--- config.mk ---
export PLATFORM = sky130hd
export DESIGN_NAME = dual_mac_lane
export DESIGN_NICKNAME = d
export VERILOG_FILES = /design/src/rtl/dual_mac_pkg.sv /design/src/rtl/mac_mul_signed.sv /design/src/rtl/mac_fold.sv /design/src/rtl/dual_mac_lane.sv
export SDC_FILE = /design/constraint.sdc
export NUM_CORES = 2
export LEC_CHECK = 0
export ABC_AREA = 1
export BUFFER_PORTS_ARGS = -buffer_cell sky130_fd_sc_hd__buf_2
export CORE_MARGIN = 2
export CORE_UTILIZATION = 55
export DETAILED_ROUTE_END_ITERATION = 10
export MAX_ROUTING_LAYER = met4
export PLACE_DENSITY_LB_ADDON = 0.05
export SYNTH_ARGS = -nofsm -noshare
export SYNTH_HDL_FRONTEND = slang
export SYNTH_SLANG_ARGS = --single-unit
--- constraint.sdc ---
create_clock -name clk -period 10 [get_ports clk]
set_input_delay 2 -clock clk [delete_from_list [all_inputs] [get_ports clk]]
set_output_delay 2 -clock clk [all_outputs]
set_load 0.02 [all_outputs]
--- src/rtl/dual_mac_pkg.sv ---
// Package: shared opcode type for the dual-mode MAC lane.
// Assumes a 2-bit opcode field whose encoding is fixed by the core's decoder.
package dual_mac_pkg;
    typedef enum logic [1:0] {
        MAC_OP_SINGLE = 2'b00,
        MAC_OP_DUAL   = 2'b01,
        MAC_OP_SPLIT  = 2'b10,
        MAC_OP_PASS   = 2'b11
    } mac_op_e;
endpackage

--- src/rtl/mac_mul_signed.sv ---
// Module: signed HALF_W x HALF_W multiplier producing a full-width product.
// Assumes both operands are two's complement; purely combinational.
module mac_mul_signed #(
    parameter int HALF_W = 16,
    localparam int PROD_W = 2 * HALF_W
) (
    input  logic [HALF_W-1:0] mul_x,
    input  logic [HALF_W-1:0] mul_y,
    output logic [PROD_W-1:0] mul_p
);
    // Form the exact signed product.
    always_comb begin
        mul_p = PROD_W'($signed(mul_x) * $signed(mul_y));
    end
endmodule

--- src/rtl/mac_fold.sv ---
// Module: folds two signed products into an accumulator according to opcode.
// Assumes ACC_W is even and at least PROD_W; all sums wrap, no saturation.
module mac_fold
    import dual_mac_pkg::*;
#(
    parameter int HALF_W = 16,
    parameter int ACC_W  = 40,
    localparam int PROD_W = 2 * HALF_W,
    localparam int LANE_W = ACC_W / 2
) (
    input  mac_op_e            fold_op,
    input  logic [PROD_W-1:0]  prod_hi,
    input  logic [PROD_W-1:0]  prod_lo,
    input  logic [ACC_W-1:0]   acc_val,
    output logic [ACC_W-1:0]   fold_sum
);
    logic [ACC_W-1:0]  ext_hi;
    logic [ACC_W-1:0]  ext_lo;
    logic [LANE_W-1:0] lane_up;
    logic [LANE_W-1:0] lane_dn;

    // Sign-extend both products to the accumulator width.
    always_comb begin
        ext_hi = {{(ACC_W-PROD_W){prod_hi[PROD_W-1]}}, prod_hi};
        ext_lo = {{(ACC_W-PROD_W){prod_lo[PROD_W-1]}}, prod_lo};
    end

    // Compute the two isolated lane sums used by split mode.
    always_comb begin
        lane_up = acc_val[ACC_W-1:LANE_W] + ext_hi[LANE_W-1:0];
        lane_dn = acc_val[LANE_W-1:0]     + ext_lo[LANE_W-1:0];
    end

    // Select the final sum by opcode.
    always_comb begin
        unique case (fold_op)
            MAC_OP_SINGLE: fold_sum = acc_val + ext_hi;
            MAC_OP_DUAL:   fold_sum = acc_val + ext_hi + ext_lo;
            MAC_OP_SPLIT:  fold_sum = {lane_up, lane_dn};
            default:       fold_sum = acc_val;
        endcase
    end
endmodule

--- src/rtl/dual_mac_lane.sv ---
// Module: one DSP lane MAC with two 16x16 multipliers sharing a 40-bit accumulator.
// Assumes operands are stable while in_valid is high; result is registered one cycle later.
module dual_mac_lane
    import dual_mac_pkg::*;
#(
    parameter int HALF_W = 16,
    parameter int ACC_W  = 40,
    localparam int SRC_W  = 2 * HALF_W,
    localparam int PROD_W = 2 * HALF_W,
    localparam int N_MUL  = 2
) (
    input  logic              clk,
    input  logic              rst_n,
    input  logic              in_valid,
    input  logic [1:0]        op,
    input  logic [SRC_W-1:0]  src_a,
    input  logic [SRC_W-1:0]  src_b,
    input  logic [ACC_W-1:0]  acc_in,
    output logic              out_valid,
    output logic [ACC_W-1:0]  result
);
    logic [PROD_W-1:0] prod [N_MUL];
    logic [ACC_W-1:0]  sum_next;

    // Index 0 multiplies the low halves, index 1 the high halves.
    for (genvar gi = 0; gi < N_MUL; gi++) begin : g_mul
        mac_mul_signed #(.HALF_W(HALF_W)) u_mul (
            .mul_x(src_a[gi*HALF_W +: HALF_W]),
            .mul_y(src_b[gi*HALF_W +: HALF_W]),
            .mul_p(prod[gi])
        );
    end

    mac_fold #(.HALF_W(HALF_W), .ACC_W(ACC_W)) u_fold (
        .fold_op (mac_op_e'(op)),
        .prod_hi (prod[1]),
        .prod_lo (prod[0]),
        .acc_val (acc_in),
        .fold_sum(sum_next)
    );

    // Register the valid flag, cleared by reset.
    always_ff @(posedge clk) begin
        if (!rst_n) out_valid <= 1'b0;
        else        out_valid <= in_valid;
    end

    // Capture the result on a strobe, hold it otherwise.
    always_ff @(posedge clk) begin
        if (!rst_n)        result <= '0;
        else if (in_valid) result <= sum_next;
    end
endmodule

Yosys cells after proc, flatten, opt, wreduce, memory -nomap -nowiden
Index checks and enable logic that the tools add are counted.
{"block": "classes", "reduce_logical": 1, "addsub": 4, "mul": 2, "mux": 1, "n_eq_ne": 2}
{"op": "40-bit case mux with 3 select lines", "n": 1}
{"op": "40-bit adder", "n": 2}
{"op": "16-bit by 16-bit multiplier with 32-bit output", "n": 2}
{"op": "20-bit adder", "n": 2}
{"op": "2-bit by 1-bit == test with 1-bit output (second input constant)", "n": 1}
{"op": "2-bit == test (second input constant)", "n": 1}
{"op": "2-bit logical NOT", "n": 1}
{"block": "word_totals", "regBits": 41, "inputBits": 109}

Logic depth before layout (Yosys ltp)
{"block": "logic_depth", "word_depth": 4, "mapped_depth": 54, "ltp_nobuf": 52}

Cells and area by module
A second synthesis with hierarchy kept.
{"block": "hier_totals", "hier_cells": 4692, "area_unflattened_um2": 31715.4}
{"module": "mac_mul_signed (g_mul[1].u_mul)", "seq_area_each_um2": 0.0, "cells_per_inst": 1429, "area_each_um2": 10746.6, "n_inst": 1}
{"module": "mac_mul_signed (g_mul[0].u_mul)", "seq_area_each_um2": 0.0, "cells_per_inst": 1425, "area_each_um2": 10737.8, "n_inst": 1}
{"module": "mac_fold", "seq_area_each_um2": 0.0, "cells_per_inst": 1581, "area_each_um2": 8496.9, "n_inst": 1}
{"module": "dual_mac_lane", "seq_area_each_um2": 820.8, "cells_per_inst": 257, "area_each_um2": 1734.2, "n_inst": 1}

Worst setup path before layout
OpenSTA, ideal clock, no wires.
{"block": "synth_path", "kind": "input -> register", "startpoint": "input src_a[23]", "endpoint": "register result[38]", "setup_time_ps": 132, "stages": 46, "t_required_ps": 9868, "slack_ps": -180, "t_arrival_ps": 10048, "path_cell_list": "clkbuf_1 -> clkbuf_1 -> nand2_1 -> fa_1 -> inv_1 -> fa_1 -> inv_1 -> fa_1 -> inv_1 -> fa_1 -> fa_1 -> inv_1 -> fa_1 -> inv_1 -> ha_1 -> a21o_1 -> nor2_1 -> nand3_2 -> [10 not listed] -> a31oi_1 -> o21ai_0 -> a31oi_1 -> nand3_1 -> or2_2 -> and2_1 -> ha_1 -> nand2_1 -> nor2_1 -> inv_1 -> nor3_1 -> nand4_1 -> nand3_1 -> a21oi_1 -> o21ai_0 -> nand4_1 -> nand2_1 -> a21oi_1"}
{"block": "synth_via", "elab_chain_len": 4, "word_cells_on_any_way": 5, "cone_classes": "add/sub: 3; mul: 1; mux: 1"}
{"element": "start: declaration", "line_no": "dual_mac_lane.sv:16", "source": "input logic [SRC_W-1:0] src_a,"}
{"element": "16-bit by 16-bit multiplier with 32-bit output *", "line_no": "mac_mul_signed.sv:13", "source": "mul_p = PROD_W'($signed(mul_x) * $signed(mul_y));"}
{"element": "40-bit adder", "line_no": "mac_fold.sv:37, mac_fold.sv:38"}
{"element": "40-bit adder", "line_no": "mac_fold.sv:38", "source": "MAC_OP_DUAL: fold_sum = acc_val + ext_hi + ext_lo;"}
{"element": "40-bit case mux with 3 select lines *", "line_no": "mac_fold.sv:36", "source": "unique case (fold_op)"}
{"element": "end signal: assignment", "line_no": "dual_mac_lane.sv:51", "source": "else if (in_valid) result <= sum_next;"}
{"element": "end: declaration", "line_no": "dual_mac_lane.sv:20", "source": "output logic [ACC_W-1:0] result"}
Mark *: on every way between the ends. The rest lies on a longest branch, timed or not.
A chain may end at the register's enable or synchronous reset.

Worst setup path in the final report
{"block": "layout_path", "startpoint": "input src_a[31]", "endpoint": "register result[38]"}
The elaborated chain is that of the path after synthesis.

==> parameters.txt <==
Parameter                              Value

Die
  Boundary Pins    150
  Standard-cell rows    85
  Core Region    0.05392 mm^2
  Die Width    237.7 um
  Height of the chip    237.7 um
  Initial Utilization    0.5572
  Die footprint    0.05651 mm^2

Worst hold path
  Hold crit path type    flop to flop

Clocking
  Reg clk slew, reported paths    70 ps
  Clock tree from TritonCTS    done
  # clock sinks    41
  CTS H-tree depth    2
  Max Buffers Root-to-Sink    2
  Clock Latency Late Sink    300 ps
  CTS hold repair buffers    0
  Clk Tree Root Cell    sky130_fd_sc_hd__clkbuf_16
  Number of clock buffers inserted by TritonCTS    5

Timing
  Time the worst path needs with I/O delays and setup    10200 ps
  Setup repair after global routing missed its margin    true
  Pin slew with the least headroom to its limit    982.8 ps
  Post-Route Hold Slack    464.9 ps
  Clock skew after layout    0 ps
  Worst path setup slack after routing    -202.8 ps
  Worst slew slack as a fraction of its limit    0.3407
  Fmax achieved    98.01 MHz
  Count of final hold-check violations    0
  Pins Over Slew Limit    0
  Final number of setup-violating endpoints    4
  Final worst-path cycle share    1.020

Synthesis
  Async set-or-reset flop fraction in the synthesized netlist    0
  Post-Synthesis Mean Instance Area    6.998 um^2
  Number of distinct library cell variants in the gate-level netlist after synthesis    57
  Fraction of the yosys area taken by sequential cells    0.02732
  Synthesized net count    5211
  Number of instances in the synthesized netlist    4293
  Synth top cells by count    sky130_fd_sc_hd__nand2_1 (1119), sky130_fd_sc_hd__inv_1 (1027), sky130_fd_sc_hd__fa_1 (528)
  Cell Area, Synth    0.03004 mm^2
  Post-synth EDFFs    0
  Count of state elements after synthesis    41
  Post-synth top flop    sky130_fd_sc_hd__dfxtp_1
  Most area-consuming cells after synthesis    sky130_fd_sc_hd__fa_1 (35%), sky130_fd_sc_hd__nand2_1 (14%), sky130_fd_sc_hd__inv_1 (13%)
  Top cell type's share of synthesized area    0.3518
  Cell type with the largest total area after synthesis    sky130_fd_sc_hd__fa_1
  Top-count cell post-synth    sky130_fd_sc_hd__nand2_1
  Count of yosys warnings during synthesis    0

Global routing
  First-pass GRT wire length    163100 um
  Antenna violations before repair    2
  Total track usage    0.3826
  Total grt overflow    0
  Maximum number of pins on one net before global-route repair    41
  Vias in the first global route    29850

Placement
  DP HPWL    90180 um
  PortBufs    149
  Final weighted congestion in routability-driven placement    1.085
  Place WS    -1207 ps

Route
  Total DRC errors in the routed layout    0
  Via count    30630
  Post-detailed-routing wire length    105900 um
  Remaining antenna violation count    0
  DRT iter0 DRCs    2711
  Via density per instance    5.390
  Mean routed wirelength per cell    18.64 um
  Length of the first detailed-routing pass in iterations    6

Run status
  Violations in the final reports    setup timing
  Run status    finished with violations

Critical path
  Slowest stage delay, CP    640 ps
  Data arrival, critical path    10390 ps
  Setup Crit Path Kind    input pin to flop
  Library cell contributing the largest single delay on the critical path    sky130_fd_sc_hd__fa_2
  Critical path endpoint category    flop
  CP startpoint kind    input pin
  Data required time of the worst path    10190 ps
  Highest fanout seen on the critical path    10

Layout
  Fraction of layout instances using a drive strength above 1    0.2762
  NumNets Final    5902
  Syn-to-layout area delta    31.08%

Flow run
  Maximum Capacitance Violations    0
-- per-stage QoR --
step                instances  area [um^2]  utilization  TNS, ps
floorplan                4293        30080            -        0
global route             5683        39380       0.7304    -4282
CTS                      5631        37080       0.6877   -734.2
global placement         5599        35720       0.6624   -15440
finish                   5683        39380       0.7304   -391.1
detailed placement       5599        35720       0.6624   -16000
-- what timing repair did --
action	CTS	global route
gates cloned	1	0
setup endpoints to repair	24	25
pin swaps	85	218
buffers inserted	24	52
resized for setup	252	438
-- flip-flops by register name, summed over array words and instances (netlist names) --
name       flops
result        40
out_valid      1
-- worst max-delay path: cells and delay by family --
kind                     cells  cell delay, ps
AO/OA/AOI/OAI                7             870
XOR/XNOR                     2             380
adder cells (fa/ha/maj)      9            4010
buffers and inverters       10            1260
AND/OR/NAND/NOR             14            1870
-- path summary, 6_finish.rpt --
kind         cells past startpoint  slack, ps          to  startpoint
max                             42       -200  result[38]   src_a[31]
min                              2        460  result[15]  result[15]
max reg2reg                      2       9300  result[35]  result[35]
min reg2reg                      2        460  result[15]  result[15]
-- kinds of logic after synthesis --
family                   after synthesis  share of synthesized area
AND/OR/NAND/NOR                     1644                     0.2263
AO/OA/AOI/OAI                        539                     0.1035
flip-flops                            41                    0.02732
buffers and inverters               1165                     0.1458
adder cells (fa/ha/maj)              809                     0.4688
XOR/XNOR                              95                    0.02819
-- area by class of cell --
class / count / area, um^2
multi-input cells: 3087 / 27530
fillers: 4402 / 14540
repair buffers: 816 / 6123
inverters: 1033 / 3881
well taps: 696 / 870.8
flip-flops and latches: 41 / 820.8
clock buffers: 5 / 125.1
clock inverters: 3 / 28.78
diodes: 2 / 5.005
-- cell usage in the layout (no fill, tap or decap), drive strengths merged, types with 3 or more instances in the layout --
| cell type | count |
|---|---|
| fa | 528 |
| o211ai | 9 |
| nor4 | 16 |
| nor3 | 25 |
| o31ai | 7 |
| clkinv | 3 |
| o21ai | 159 |
| nand2 | 1133 |
| o2111ai | 3 |
| a21boi | 9 |
| and2 | 10 |
| a31oi | 23 |
| nor2 | 230 |
| clkbuf | 8 |
| a21oi | 270 |
| or2 | 31 |
| buf | 813 |
| nand3 | 126 |
| o21a | 4 |
| o21bai | 31 |
| nand3b | 16 |
| nand4 | 54 |
| xnor2 | 35 |
| xor2 | 60 |
| inv | 1032 |
| a21o | 17 |
| dfxtp | 41 |
| ha | 281 |
-- per-layer routing --
metal,track usage,wire (um),vias to the layer above
met5,-,0,-
met3,0.04355,9802,212
met2,0.5680,45790,1386
li1,-,-,14390
met1,0.5502,45980,14640
met4,0.1172,4329,0
Power is left out: the tool's default activity adds up to more than one toggle a clock period on the data nets, which glitch-free logic cannot reach.
